### src/rtl/flash_sector_pkg.sv
package flash_sector_pkg;
   // Field widths fixed by the sector-number encoding: bank above, index below.
   localparam int unsigned IDX_W    = 4;
   localparam int unsigned SECNUM_W = 8;
   localparam int unsigned ADDR_W   = 32;

   typedef struct packed {
      logic                bank;
      logic [IDX_W-1:0]    index;
      logic [SECNUM_W-1:0] secnum;
      logic [ADDR_W-1:0]   start;
      logic [ADDR_W-1:0]   size;
   } sector_desc_t;
endpackage

### src/rtl/fsd_window_check.sv
// Decides whether an address lies in the flash window; yields its offset.
module fsd_window_check #(
   parameter int unsigned ADDR_W      = 32,
   parameter int unsigned OFF_W       = 20,
   parameter int unsigned BASE_ADDR   = 32'h0800_0000,
   parameter int unsigned FLASH_BYTES = 32'h0010_0000
) (
   input  logic [ADDR_W-1:0] addr,
   output logic              in_win,
   output logic [OFF_W-1:0]  off
);
   localparam logic [ADDR_W:0] WIN_LO = (ADDR_W+1)'(BASE_ADDR);
   localparam logic [ADDR_W:0] WIN_HI = (ADDR_W+1)'(BASE_ADDR) + (ADDR_W+1)'(FLASH_BYTES);

   logic [ADDR_W:0]   addr_ext;
   logic [ADDR_W-1:0] rel;

   always_comb begin
      addr_ext = {1'b0, addr};
      in_win   = (addr_ext >= WIN_LO) && (addr_ext < WIN_HI);
      rel      = addr - ADDR_W'(BASE_ADDR);
      off      = OFF_W'(rel);
   end
endmodule

### src/rtl/fsd_bank_split.sv
// Chooses the bank from the window offset and rebases the offset into it.
module fsd_bank_split #(
   parameter int unsigned OFF_W       = 20,
   parameter int unsigned FLASH_BYTES = 32'h0010_0000
) (
   input  logic [OFF_W-1:0] off,
   input  logic             dual,
   output logic             bank,
   output logic [OFF_W-1:0] bank_off
);
   localparam logic [OFF_W-1:0] HALF_OFF = OFF_W'(FLASH_BYTES / 2);

   always_comb begin
      if (dual && (off >= HALF_OFF)) begin
         bank     = 1'b1;
         bank_off = off - HALF_OFF;
      end else begin
         bank     = 1'b0;
         bank_off = off;
      end
   end
endmodule

### src/rtl/fsd_sector_locate.sv
// Finds the sector index, start offset and size within one bank.
module fsd_sector_locate #(
   parameter int unsigned OFF_W       = 20,
   parameter int unsigned IDX_W       = 4,
   parameter int unsigned ADDR_W      = 32,
   parameter int unsigned SMALL_BYTES = 32'h0000_4000,
   parameter int unsigned SMALL_COUNT = 4,
   parameter int unsigned MID_BYTES   = 32'h0001_0000,
   parameter int unsigned LARGE_BYTES = 32'h0002_0000
) (
   input  logic [OFF_W-1:0]  bank_off,
   output logic [IDX_W-1:0]  idx,
   output logic [OFF_W-1:0]  start_off,
   output logic [ADDR_W-1:0] size
);
   localparam int unsigned SMALL_LG  = $clog2(SMALL_BYTES);
   localparam int unsigned LARGE_LG  = $clog2(LARGE_BYTES);
   localparam int unsigned SMALL_END = SMALL_COUNT * SMALL_BYTES;
   localparam int unsigned MID_END   = SMALL_END + MID_BYTES;

   logic [OFF_W-1:0] slot;
   logic [OFF_W-1:0] rel;

   always_comb begin
      slot      = '0;
      rel       = '0;
      if (bank_off < OFF_W'(SMALL_END)) begin
         slot      = bank_off >> SMALL_LG;
         idx       = IDX_W'(slot);
         start_off = slot << SMALL_LG;
         size      = ADDR_W'(SMALL_BYTES);
      end else if (bank_off < OFF_W'(MID_END)) begin
         idx       = IDX_W'(SMALL_COUNT);
         start_off = OFF_W'(SMALL_END);
         size      = ADDR_W'(MID_BYTES);
      end else begin
         rel       = bank_off - OFF_W'(MID_END);
         slot      = rel >> LARGE_LG;
         idx       = IDX_W'(SMALL_COUNT + 1) + IDX_W'(slot);
         start_off = OFF_W'(MID_END) + (slot << LARGE_LG);
         size      = ADDR_W'(LARGE_BYTES);
      end
   end
endmodule

### src/rtl/flash_sector_decoder.sv
module flash_sector_decoder
   import flash_sector_pkg::*;
#(
   parameter int unsigned BASE_ADDR   = 32'h0800_0000,
   parameter int unsigned FLASH_BYTES = 32'h0010_0000,
   parameter int unsigned SMALL_BYTES = 32'h0000_4000,
   parameter int unsigned SMALL_COUNT = 4,
   parameter int unsigned MID_BYTES   = 32'h0001_0000,
   parameter int unsigned LARGE_BYTES = 32'h0002_0000
) (
   input  logic                clk,
   input  logic                rst,
   input  logic                in_valid,
   input  logic [ADDR_W-1:0]   in_addr,
   input  logic                dual_mode,
   output logic                out_valid,
   output logic                out_range_err,
   output logic                out_bank,
   output logic [IDX_W-1:0]    out_index,
   output logic [SECNUM_W-1:0] out_secnum,
   output logic [ADDR_W-1:0]   out_start,
   output logic [ADDR_W-1:0]   out_size
);
   localparam int unsigned OFF_W      = $clog2(FLASH_BYTES);
   localparam int unsigned HALF_BYTES = FLASH_BYTES / 2;
   localparam int unsigned MID_END    = SMALL_COUNT * SMALL_BYTES + MID_BYTES;
   localparam int unsigned MAX_IDX    = SMALL_COUNT + (FLASH_BYTES - MID_END) / LARGE_BYTES;

   // Elaboration-time parameter checks
   if ((FLASH_BYTES & (FLASH_BYTES - 1)) != 0) begin : g_chk_flash
      $error("flash size must be a power of two");
   end
   if ((SMALL_BYTES & (SMALL_BYTES - 1)) != 0) begin : g_chk_small
      $error("small sector size must be a power of two");
   end
   if ((LARGE_BYTES & (LARGE_BYTES - 1)) != 0) begin : g_chk_large
      $error("large sector size must be a power of two");
   end
   if (MID_END > HALF_BYTES) begin : g_chk_half
      $error("small and medium sectors must fit in half the flash");
   end
   if (((HALF_BYTES - MID_END) % LARGE_BYTES) != 0) begin : g_chk_tile
      $error("large sectors must tile each half exactly");
   end
   if (MAX_IDX >= (1 << IDX_W)) begin : g_chk_idx
      $error("sector index does not fit its field");
   end

   logic             in_win;
   logic [OFF_W-1:0] win_off;
   logic             bank_c;
   logic [OFF_W-1:0] bank_off;
   logic [IDX_W-1:0] idx_c;
   logic [OFF_W-1:0] start_off;
   logic [ADDR_W-1:0] size_c;
   sector_desc_t     desc_c;
   sector_desc_t     desc_q;
   logic             err_q;
   logic             vld_q;

   fsd_window_check #(
      .ADDR_W(ADDR_W), .OFF_W(OFF_W),
      .BASE_ADDR(BASE_ADDR), .FLASH_BYTES(FLASH_BYTES)
   ) u_window (
      .addr(in_addr), .in_win(in_win), .off(win_off)
   );

   fsd_bank_split #(
      .OFF_W(OFF_W), .FLASH_BYTES(FLASH_BYTES)
   ) u_bank (
      .off(win_off), .dual(dual_mode), .bank(bank_c), .bank_off(bank_off)
   );

   fsd_sector_locate #(
      .OFF_W(OFF_W), .IDX_W(IDX_W), .ADDR_W(ADDR_W),
      .SMALL_BYTES(SMALL_BYTES), .SMALL_COUNT(SMALL_COUNT),
      .MID_BYTES(MID_BYTES), .LARGE_BYTES(LARGE_BYTES)
   ) u_locate (
      .bank_off(bank_off), .idx(idx_c), .start_off(start_off), .size(size_c)
   );

   always_comb begin
      desc_c.bank   = bank_c;
      desc_c.index  = idx_c;
      desc_c.secnum = SECNUM_W'({bank_c, idx_c});
      desc_c.start  = ADDR_W'(BASE_ADDR)
                    + (bank_c ? ADDR_W'(HALF_BYTES) : '0)
                    + ADDR_W'(start_off);
      desc_c.size   = size_c;
   end

   always_ff @(posedge clk) begin
      if (rst) begin
         vld_q  <= 1'b0;
         err_q  <= 1'b0;
         desc_q <= '0;
      end else begin
         vld_q <= in_valid;
         if (in_valid) begin
            err_q  <= !in_win;
            desc_q <= in_win ? desc_c : '0;
         end
      end
   end

   assign out_valid     = vld_q;
   assign out_range_err = err_q;
   assign out_bank      = desc_q.bank;
   assign out_index     = desc_q.index;
   assign out_secnum    = desc_q.secnum;
   assign out_start     = desc_q.start;
   assign out_size      = desc_q.size;

   // Assertions
   p_pulse_follows_r2: assert property (@(posedge clk) disable iff (rst)
      in_valid |=> out_valid);
   p_pulse_only_r2: assert property (@(posedge clk) disable iff (rst)
      !in_valid |=> !out_valid);
   p_below_base_r3: assert property (@(posedge clk) disable iff (rst)
      (in_valid && ({1'b0, in_addr} < (ADDR_W+1)'(BASE_ADDR)))
      |=> (out_range_err && out_start == '0 && out_size == '0 && out_secnum == '0));
   p_aligned_size_r6: assert property (@(posedge clk) disable iff (rst)
      (out_valid && !out_range_err)
      |-> (((out_size == ADDR_W'(SMALL_BYTES)) || (out_size == ADDR_W'(MID_BYTES))
            || (out_size == ADDR_W'(LARGE_BYTES)))
           && (((out_start - ADDR_W'(BASE_ADDR)) & (out_size - 1'b1)) == '0)));
   p_upper_bank_r7: assert property (@(posedge clk) disable iff (rst)
      (in_valid && dual_mode && in_win && (win_off >= OFF_W'(HALF_BYTES)))
      |=> (out_bank && !out_range_err));
   p_single_bank_r9: assert property (@(posedge clk) disable iff (rst)
      (in_valid && !dual_mode) |=> !out_bank);
   p_hold_r10: assert property (@(posedge clk) disable iff (rst)
      !in_valid |=> ($stable(out_start) && $stable(out_size)
                     && $stable(out_secnum) && $stable(out_range_err)));
endmodule

### config.mk
export PLATFORM = sky130hd
export DESIGN_NAME = flash_sector_decoder
export DESIGN_NICKNAME = d
export VERILOG_FILES = /design/src/rtl/flash_sector_pkg.sv /design/src/rtl/fsd_window_check.sv /design/src/rtl/fsd_bank_split.sv /design/src/rtl/fsd_sector_locate.sv /design/src/rtl/flash_sector_decoder.sv
export SDC_FILE = /design/constraint.sdc
export NUM_CORES = 1
export LEC_CHECK = 0
export BUFFER_PORTS_ARGS = -buffer_cell sky130_fd_sc_hd__buf_2
export CAP_MARGIN = 20
export CORE_ASPECT_RATIO = 1.75
export CORE_MARGIN = 5
export CORE_UTILIZATION = 38
export DETAILED_ROUTE_END_ITERATION = 10
export GPL_TIMING_DRIVEN = 0
export PLACE_DENSITY = 0.88
export SLEW_MARGIN = 20
export SYNTH_ARGS = -nofsm -noshare
export SYNTH_HDL_FRONTEND = slang
export SYNTH_SLANG_ARGS = --single-unit
### constraint.sdc
create_clock -name clk -period 1.82 [get_ports clk]
set_input_delay 0.364 -clock clk [delete_from_list [all_inputs] [get_ports clk]]
set_output_delay 0.364 -clock clk [all_outputs]
set_load 0.01 [all_outputs]
==> summary.md, run 1 <==
| Metric | Value |
|---|---|
| CP Data Required Time | `2.01 ns` |
| Max Clk Rate | `0.711 GHz` |
| Max-slew headroom | `59.5%` |
| Stages on the worst setup path | `7` |
| Initial core utilization | `39.4%` |
| FFs w/ async S/R, synth | `0%` |
| CTS Buffer Depth | `2` |
| Most frequent CP cell | `a21oi_1` |
| Vias after detailed routing | `1122` |
| Crit path from | `in_addr[17]` |
| R2R depth | `2` |
| Worst setup path endpoint | `out_index[1]` |
| Fin. max-slew vios | `0` |
| Synth Instances | `152` |
| Power Density | `509 nW/µm²` |
| WP buf/inv | `2` |
| H-tree lvl count | `1` |
| Chip Width | `54.9 µm` |
| Status | `finished, final reports clean` |
| CP max-delay cell | `ha_1` |
| Crit-path cells | `clkbuf_2, inv_1, ha_1, xnor2_1, a21oi_1, o21ai_0, a21oi_1` |
| Post-CTS sizing | `0` |
| Static leakage | `1.08 nW` |
| Hold violation count in the final report | `0` |
| Via-per-instance ratio | `3.77` |
| Setup violations, final | `0` |
| Max rail drop VDD | `0.322 mV` |
| Number of inserted diodes | `0` |
| Worst Hold Class | `primary input to register` |
| Row cnt | `28` |
| GRT Total Usage | `12.5%` |
| Core area | `3400 µm²` |
| First-pass GRT wire length | `4480 µm` |
| Clk_skew | `0 ns` |
| Die ar. | `4860 µm²` |
| Vias in the first global route | `1080` |
| Number of DRC markers in iteration 0 | `8` |
| Setup bufs post-CTS | `0` |
| CP arrival | `1.59 ns` |
| Worst-path clk slew | `0.06 ns` |
| Number of synthesized flops with an enable pin | `0` |
| Critical path type | `primary input to register` |
| 1st-pass router iterations | `4` |
| Layout cells sized above 1 | `53.0%` |
| Crit path launch type | `primary input` |
| Final WL | `2890 µm` |
| Setup tns final | `0 ns` |
| # IOs | `115` |
| Drc violations | `0` |
| Clock root buffer | `clkbuf_8` |
| Final #Nets | `293` |
| Area taken by multi-input logic gates | `651 µm²` |
| Total power draw | `951 µW` |
| Number of port buffers | `42` |
| Reg2Reg Setup Slack | `1.01 ns` |
| TritonCTS clock tree | `built` |
| Overflow after GRT | `0` |
| Synthesized cell area | `1340 µm²` |
| Worst setup EP type | `register` |
| Top_reg_cell synth | `dfxtp_1` |
| Post-DR wirelength/cell | `9.70 µm` |
| Reg-to-Reg Start | `out_secnum[3]` |
| Final core utilization | `54.9%` |
| Final min period | `1.41 ns` |
| Area delta synth->final | `39.4%` |
| Number of synthesized register bits | `18` |
| Register area | `360 µm²` |
| CTS Buf Count | `3` |
| Worst-Margin Slew | `0.607 ns` |
| Insertion delay of the later-clocked pin in the worst-skew pair | `0.25 ns` |
| Syn avg cell area | `8.81 µm²` |
| Crit path largest cell delay | `0.33 ns` |
| Worst Path Max Fanout | `7` |
| Seq/Total Area, Yosys | `26.9%` |
| Cts hold-fix bufs | `0` |
| Yosys Warn Count | `0` |
| Hold Slack | `0.387 ns` |
| Largest net degree at the start of global routing | `11` |
| CTS Sinks | `18` |
| GPL Wtd Cong | `0.802` |
| Fill cell count | `313` |
| Initial antenna violation count | `0` |
| CP delay by family, top | `compound AO/OA/AOI/OAI gates` |
| Max Cap Viol | `0` |
| Final period utilization | `77.3%` |
| Antenna-violating nets left | `0` |
| RSZ-0062 raised after global routing | `false` |
| Synth cell types | `34` |
| DP HPWL | `2490 µm` |
| Chip Height | `88.5 µm` |
| RR Endpoint | `out_secnum[3]` |
[layer usage]
layer,GRT usage [%],up-vias,part of all wire [%]
li1,-,582,-
met1,14.1,459,35
met2,20.6,76,49
met3,3.71,5,14
met4,6.12,0,1.9
met5,0,-,0
[cells in the final DEF (no fill, tap or decap), drive strengths merged]
master	n
nand3b	1
nor4	2
a21oi	7
nor2	15
nor3	1
o21ai	3
clkinv	1
xnor2	1
conb	56
nor3b	1
and2	1
ha	3
a22oi	9
dfxtp	18
a31o	1
and4	1
clkbuf	5
nand4	1
o211ai	2
nand2	6
buf	109
and3	1
nor4b	1
inv	4
and4b	2
nand2b	1
[cells in the mapped netlist (3+ instances only)]
| cell | count | area (µm²) |
|---|---|---|
| buf_4 | 62 | 465 |
| dfxtp_1 | 18 | 360 |
| nor2_2 | 9 | 56.3 |
| a22oi_2 | 8 | 100 |
| a21oi_1 | 6 | 30.0 |
| nand2_1 | 6 | 22.5 |
| nor2_1 | 6 | 22.5 |
| inv_1 | 4 | 15.0 |
| ha_1 | 3 | 37.5 |
[state kept, by name, indices dropped and copies added, names as in the netlist]
signal	cells
out_index	3
out_size	3
out_secnum	1
out_range_err	1
out_bank	1
out_valid	1
out_start	8
[report_power, final]
| part | leakage [nW] | internal [mW] | switching, mW |
|---|---|---|---|
| logic | 0.902 | 0.114 | 0.120 |
| registers | 0.146 | 0.397 | 0.00101 |
| clock network | 0.0288 | 0.192 | 0.127 |
| total | 1.08 | 0.703 | 0.248 |
[per-stage QoR]
stage	cells	setup WS, ns	area, µm²
4_1_cts	298	0.406	1870
6_report	298	0.414	1870
3_3_place_gp	294	0.213	1810
2_1_floorplan	207	0.345	1550
5_1_grt	298	0.355	1870
3_5_place_dp	294	0.178	1810
[cell type report]
class,count,share of cell area (%)
Timing Repair Buffer,42,11.3
Sequential cell,18,19.3
Inverter,5,1.01
Multi-Input combinational cell,116,34.9
Tap cell,45,3.02
Buffer,68,27.6
Clock buffer,4,2.95
[worst min-delay path by stage]
stage | start | to | depth (start not counted)
floorplan | out_size[16] | out_size[16] | 2
global placement | out_start[16] | out_start[16] | 2
detailed placement | out_size[16] | out_size[16] | 2
CTS | rst | out_index[1] | 2
global route | rst | out_index[1] | 2
finish | rst | out_index[1] | 2
[logic make-up after synthesis]
kind of cell    share of synthesized area (%)
buf+inv                                  39.9
simple gates                             15.6
compound gates                           13.8
flops                                    26.9
fa+ha+maj                                2.80
xor+xnor                                0.654
other cells                             0.280
Power figures use the tool's default switching activity.
==> inputs of run 2 (changes only) <==
--- a/config.mk
+++ b/config.mk
@@ -9,10 +9,10 @@
 export CAP_MARGIN = 20
 export CORE_ASPECT_RATIO = 1.75
 export CORE_MARGIN = 5
-export CORE_UTILIZATION = 38
+export CORE_UTILIZATION = 34
 export DETAILED_ROUTE_END_ITERATION = 10
 export GPL_TIMING_DRIVEN = 0
-export PLACE_DENSITY = 0.88
+export PLACE_DENSITY = 0.84
 export SLEW_MARGIN = 20
 export SYNTH_ARGS = -nofsm -noshare
 export SYNTH_HDL_FRONTEND = slang
==> constraint.sdc (replaced) <==
create_clock -name clk -period 1.26 [get_ports clk]
set_input_delay 0.252 -clock clk [delete_from_list [all_inputs] [get_ports clk]]
set_output_delay 0.252 -clock clk [all_outputs]
set_load 0.01 [all_outputs]
==> run 2 against run 1 <==
Global-route usage decreased by 1.5 points. First-iteration DRC count rose to 2.5 times the previous value. Via count is 1.2% higher. Wire length shrank 0.52%. Count of clock-buffer cells in the layout fell by 1. Non-clock buffer count is the same. Clock skew unchanged.
==> summary.md, run 2 (synthesis gave the netlist of run 1 again) <==
| Metric | Value |
|---|---|
| Status | `finished, final reports clean (unchanged)` |
| Clk_skew | `0 ns (unchanged)` |
| CP Data Required Time | `1.44 ns (was 2.01 ns)` |
| CTS Buffer Depth | `2 (unchanged)` |
| Antenna-violating nets left | `0 (unchanged)` |
| Crit path largest cell delay | `0.22 ns (was 0.33 ns)` |
| Crit-path cells | `buf_2, inv_1, ha_4, xnor2_1, a21oi_1, o21ai_1, a21oi_1 (was clkbuf_2, inv_1, ha_1, xnor2_1, a21oi_1, o21ai_0, a21oi_1)` |
| Initial antenna violation count | `0 (unchanged)` |
| CTS Buf Count | `3 (unchanged)` |
| Most frequent CP cell | `a21oi_1 (unchanged)` |
| Reg2Reg Setup Slack | `0.47 ns (was 1.01 ns)` |
| Insertion delay of the later-clocked pin in the worst-skew pair | `0.25 ns (about the same)` |
| Most frequent cells in the layout | `buf_4 (62), conb_1 (56), buf_2 (44), dfxtp_1 (18), nor2_2 (9) (unchanged)` |
| Worst-Margin Slew | `0.635 ns (was 0.607 ns)` |
| Hold endpoint | `out_size[17] (was out_index[1])` |
| Vias in the first global route | `1116 (was 1080)` |
| RR Endpoint | `out_secnum[3] (unchanged)` |
| CP max-delay cell | `ha_4 (was ha_1)` |
| Max-slew headroom | `57.7% (was 59.5%)` |
| Final core utilization | `49.1% (was 54.9%)` |
| Worst setup EP type | `register (unchanged)` |
| Post-route insts no fill | `300 (was 298)` |
| RSZ-0062 raised after global routing | `false (unchanged)` |
| # IOs | `115 (unchanged)` |
| Power Density | `694 nW/µm² (was 509 nW/µm²)` |
| Number of port buffers | `42 (unchanged)` |
| Number of DRC markers in iteration 0 | `20 (was 8)` |
| Chip Height | `93.0 µm (was 88.5 µm)` |
| Reg-to-Reg Start | `out_secnum[3] (unchanged)` |
| Total power draw | `1.30 mW (was 951 µW)` |
| GPL Wtd Cong | `0.743 (was 0.802)` |
| Setup violations, final | `0 (unchanged)` |
| H-tree lvl count | `1 (unchanged)` |
| Comb pwr share | `26.3% (was 24.6%)` |
| Worst-path clk slew | `0.06 ns (about the same)` |
| Core area | `3830 µm² (was 3400 µm²)` |
| First-pass GRT wire length | `4670 µm (was 4480 µm)` |
| Critical path type | `primary input to register (unchanged)` |
| Die ar. | `5340 µm² (was 4860 µm²)` |
| Most common cell after layout, fill and taps aside | `buf_4 (unchanged)` |
| GRT Total Usage | `11.0% (was 12.5%)` |
| Max rail drop VDD | `0.572 mV (was 0.322 mV)` |
| R2R depth | `2 (unchanged)` |
| Post-CTS sizing | `0 (unchanged)` |
| Drc violations | `0 (unchanged)` |
| Row cnt | `30 (was 28)` |
| Final period utilization | `87.8%` |
| CP arrival | `1.29 ns (was 1.59 ns)` |
| Final min period | `1.11 ns` |
| Worst Path Max Fanout | `4 (was 7)` |
| Layout cells sized above 1 | `53.2% (was 53.0%)` |
| Chip Width | `57.4 µm (was 54.9 µm)` |
| Setup bufs post-CTS | `0 (unchanged)` |
| Initial core utilization | `35.0% (was 39.4%)` |
| Vias after detailed routing | `1135 (was 1122)` |
| Switch Pwr | `349 µW (was 248 µW)` |
| Fin. max-slew vios | `0 (unchanged)` |
| Cell Int Power | `955 µW (was 703 µW)` |
| 1st-pass router iterations | `4 (unchanged)` |
| Post-DR wirelength/cell | `9.59 µm (was 9.70 µm)` |
| Crit path launch type | `primary input (unchanged)` |
| Largest net degree at the start of global routing | `11 (unchanged)` |
| DP HPWL | `2590 µm (was 2490 µm)` |
| Final #Nets | `293 (unchanged)` |
| Cts hold-fix bufs | `0 (unchanged)` |
| Placed insts | `297 (was 294)` |
| Clock Power Share | `29.6% (was 33.6%)` |
| Via-per-instance ratio | `3.78 (was 3.77)` |
| Hold Crit Start | `rst (unchanged)` |
| Number of inserted diodes | `0 (unchanged)` |
| Area delta synth->final | `40.3% (was 39.4%)` |
| Hold violation count in the final report | `0 (unchanged)` |
| Final Cell Area | `1880 µm² (was 1870 µm²)` |
| Max Cap Viol | `0 (unchanged)` |
| Max Clk Rate | `0.904 GHz` |
| Static leakage | `1.07 nW (was 1.08 nW)` |
| CTS Sinks | `18 (unchanged)` |
| Overflow after GRT | `0 (unchanged)` |
| Hold depth | `2 (unchanged)` |
| DP Area | `1840 µm² (was 1810 µm²)` |
| TritonCTS clock tree | `built (unchanged)` |
| Reg power frac | `44.1% (was 41.8%)` |
| Max FFs per register | `8 (unchanged)` |
| Worst Hold Class | `primary input to register (unchanged)` |
| Final WL | `2880 µm (was 2890 µm)` |
| Switching Share | `26.8% (was 26.1%)` |
| Clock root buffer | `clkbuf_8 (unchanged)` |
## run 2: metal layers
layer | track usage [%] | vias up | wire length, µm
met2 | 18.3 | 83 | 1430
met5 | 0 | - | 0
met1 | 11.6 | 458 | 923
met3 | 4.28 | 9 | 438
li1 | - | 585 | -
met4 | 6.00 | 0 | 86
## run 2: how the worst max path moves through the flow
stage,from,to,slack [ns],cells past startpoint
2_1_floorplan,in_addr[17],out_index[1],0.02,7
3_3_place_gp,in_addr[18],out_index[1],-0.09,7
3_5_place_dp,in_addr[18],out_index[1],-0.11,7
4_1_cts,in_addr[18],out_index[1],0.15,7
5_1_grt,in_addr[31],out_size[16],0.05,6
6_report,in_addr[18],out_index[1],0.15,7
## run 2: through the flow
stage	setup TNS [ns]	setup slack (ns)	hold slack, ns
2_1_floorplan	0	0.0170	0.404
6_report	0	0.154	0.272
4_1_cts	0	0.150	0.269
3_3_place_gp	-0.677	-0.0877	0.456
3_5_place_dp	-1.24	-0.110	0.455
5_1_grt	0	0.0487	0.286
## run 2: area by class of cell
cell class | instances | area (µm²)
fillers | 362 | 1950
multi-input cells | 116 | 663
well taps | 48 | 60.1
inverters | 5 | 18.8
flip-flops and latches | 18 | 360
plain buffers | 68 | 524
repair buffers | 42 | 210
clock buffers | 3 | 41.3
## run 2: power by group through the flow
stage	sequential [mW]	combinational, mW	clock, mW
2_1_floorplan	0.589	0.278	0
3_3_place_gp	0.587	0.332	0
3_5_place_dp	0.587	0.335	0
4_1_cts	0.574	0.336	0.402
5_1_grt	0.574	0.382	0.428
6_report	0.574	0.343	0.386
## run 2: critical path, delay by kind of cell
family,cells,cell delay [ns]
AOI/OAI and AO/OA,3,0.47
xor gates and xnor gates,1,0.12
buffers and inverters,2,0.23
adders and majority gates,1,0.22
==> inputs of run 3 (changes only) <==
--- a/config.mk
+++ b/config.mk
@@ -5,14 +5,14 @@
 export SDC_FILE = /design/constraint.sdc
 export NUM_CORES = 1
 export LEC_CHECK = 0
-export BUFFER_PORTS_ARGS = -buffer_cell sky130_fd_sc_hd__buf_2
 export CAP_MARGIN = 20
 export CORE_ASPECT_RATIO = 1.75
 export CORE_MARGIN = 5
-export CORE_UTILIZATION = 34
+export CORE_UTILIZATION = 46
 export DETAILED_ROUTE_END_ITERATION = 10
+export DONT_BUFFER_PORTS = 1
 export GPL_TIMING_DRIVEN = 0
-export PLACE_DENSITY = 0.84
+export PLACE_DENSITY = 0.71
 export SLEW_MARGIN = 20
 export SYNTH_ARGS = -nofsm -noshare
 export SYNTH_HDL_FRONTEND = slang
==> run 3 against run 2 <==
Flip-flop and latch count unchanged. Highest routed layer unchanged. Clock power up 21%. Global-route usage up 1.9 points. Sequential power about the same.
==> summary.md, run 3 (synthesis gave the netlist of run 1 again) <==
| Metric | Value |
|---|---|
| Area delta synth->final | `23.7% (was 40.3%)` |
| PnR worst setup slack | `0.156 ns (was 0.154 ns)` |
| Cts hold-fix bufs | `0 (unchanged)` |
| Worst Hold Class | `primary input to register (unchanged)` |
| Number of inserted diodes | `0 (unchanged)` |
| Crit path launch type | `primary input (unchanged)` |
| RSZ-0062 raised after global routing | `false (unchanged)` |
| Switch Pwr | `352 µW (was 349 µW)` |
| Comb pwr share | `22.8% (was 26.3%)` |
| Post-route insts no fill | `239 (was 300)` |
| Post-DR wirelength/cell | `11.8 µm (was 9.59 µm)` |
| Vias after detailed routing | `986 (was 1135)` |
| Placed insts | `235 (was 297)` |
| Core area | `2860 µm² (was 3830 µm²)` |
| Static leakage | `0.878 nW (was 1.07 nW)` |
| Crit path from | `in_addr[17] (was in_addr[18])` |
| Initial core utilization | `46.8% (was 35.0%)` |
| Max rail drop VDD | `0.343 mV (was 0.572 mV)` |
| Final core utilization | `57.9% (was 49.1%)` |
| Clock root buffer | `clkbuf_8 (unchanged)` |
| Fin. max-slew vios | `0 (unchanged)` |
| # IOs | `115 (unchanged)` |
| Max FFs per register | `8 (unchanged)` |
| Switching Share | `26.1% (was 26.8%)` |
| CTS Buffer Depth | `2 (unchanged)` |
| GRT Total Usage | `12.8% (was 11.0%)` |
| Worst-Margin Slew | `0.584 ns (was 0.635 ns)` |
| Worst-path clk slew | `0.06 ns (about the same)` |
| Final min period | `1.10 ns (was 1.11 ns)` |
| Chip Height | `81.4 µm (was 93.0 µm)` |
| Layout cells sized above 1 | `44.1% (was 53.2%)` |
| CP Data Required Time | `1.45 ns (was 1.44 ns)` |
| Max Clk Rate | `0.906 GHz (was 0.904 GHz)` |
| Hold violation count in the final report | `0 (unchanged)` |
| Reg-to-Reg Start | `out_secnum[3] (unchanged)` |
| Die ar. | `4130 µm² (was 5340 µm²)` |
| H-tree lvl count | `1 (unchanged)` |
| Cell Int Power | `998 µW (was 955 µW)` |
| Hold Slack | `0.155 ns (was 0.272 ns)` |
| Number of port buffers | `0 (was 42)` |
| Number of DRC markers in iteration 0 | `15 (was 20)` |
| Worst Path Max Fanout | `7 (was 4)` |
| Vias in the first global route | `1007 (was 1116)` |
| Insertion delay of the later-clocked pin in the worst-skew pair | `0.25 ns (about the same)` |
| Hold Crit Start | `in_addr[16] (was rst)` |
| First-pass GRT wire length | `4230 µm (was 4670 µm)` |
| Setup bufs post-CTS | `0 (unchanged)` |
| Pre-CTS setup slack | `-0.106 ns (was -0.110 ns)` |
| Largest net degree at the start of global routing | `11 (unchanged)` |
| Clk_skew | `0 ns (unchanged)` |
| Max Cap Viol | `0 (unchanged)` |
| Worst setup EP type | `register (unchanged)` |
| Most frequent cells in the layout | `buf_4 (62), conb_1 (56), dfxtp_1 (18), nor2_2 (9), a22oi_2 (8) (was buf_4 (62), conb_1 (56), buf_2 (44), dfxtp_1 (18), nor2_2 (9))` |
| Power Density | `815 nW/µm² (was 694 nW/µm²)` |
| Overflow after GRT | `0 (unchanged)` |
| Chip Width | `50.8 µm (was 57.4 µm)` |
| Reg power frac | `42.7% (was 44.1%)` |
| Drc violations | `0 (unchanged)` |
| Most common cell after layout, fill and taps aside | `buf_4 (unchanged)` |
| Status | `finished, final reports clean (unchanged)` |
| Row cnt | `26 (was 30)` |
| Post-CTS sizing | `0 (unchanged)` |
| Setup violations, final | `0 (unchanged)` |
| CTS Sinks | `18 (unchanged)` |
| Final #Nets | `251 (was 293)` |
| Antenna-violating nets left | `0 (unchanged)` |
| Initial antenna violation count | `0 (unchanged)` |
| Max-slew headroom | `61.0% (was 57.7%)` |
| Final period utilization | `87.6% (was 87.8%)` |
| DP HPWL | `2480 µm (was 2590 µm)` |
| Clock Power Share | `34.5% (was 29.6%)` |
| CTS Buf Count | `3 (unchanged)` |
| CP arrival | `1.29 ns (about the same)` |
| Final WL | `2810 µm (was 2880 µm)` |
| GPL Wtd Cong | `0.799 (was 0.743)` |
| Via-per-instance ratio | `4.13 (was 3.78)` |
| Total power draw | `1.35 mW (was 1.30 mW)` |
| 1st-pass router iterations | `4 (unchanged)` |
| Critical path type | `primary input to register (unchanged)` |
| TritonCTS clock tree | `built (unchanged)` |
run 3: cell count changes in the layout (fill, tap and decap cells not counted):
cell / change
clkbuf_8: +1
buf_2: -42
run 3: per-layer routing:
metal,vias to the layer above,global-route usage (%),share of wire [%]
met5,-,0,0
met4,0,4.86,1.5
met3,5,3.67,8.1
met2,51,24.4,58
met1,430,12.6,32
li1,500,-,-
run 3: cell type report:
cell class                      count  area [µm²]
Buffer                             68         524
Clock buffer                        4        55.1
Fill cell                         263        1210
Inverter                            5        18.8
Multi-Input combinational cell    116         663
Sequential cell                    18         360
Tap cell                           28        35.0
run 3: critical path, stage by stage:
cell	delay (ns)
clkbuf_8	0.13
inv_1	0.10
ha_4	0.21
xnor2_1	0.11
a21oi_1	0.23
o21ai_1	0.11
a21oi_1	0.13
run 3: power by group through the flow:
stage / sequential (mW) / combinational (mW) / clock [mW]
after floorplan: 0.589 / 0.278 / 0
after global placement: 0.590 / 0.291 / 0
after detailed placement: 0.590 / 0.295 / 0
after CTS: 0.577 / 0.296 / 0.470
after global routing: 0.577 / 0.340 / 0.491
final: 0.577 / 0.307 / 0.466
run 3: worst paths after layout:
check                                     end  slack, ns  cells past startpoint
worst min-delay path            out_start[16]       0.15                      2
worst max register to register  out_secnum[3]       0.42                      2
worst max-delay path             out_index[1]       0.16                      7
worst min register to register  out_start[16]       0.51                      2
run 3: stage by stage:
stage	setup TNS, ns	instance area (µm²)
after floorplan	0	1570
after global placement	-0.148	1600
after detailed placement	-0.198	1600
after CTS	0	1660
after global routing	0	1660
final	0	1660
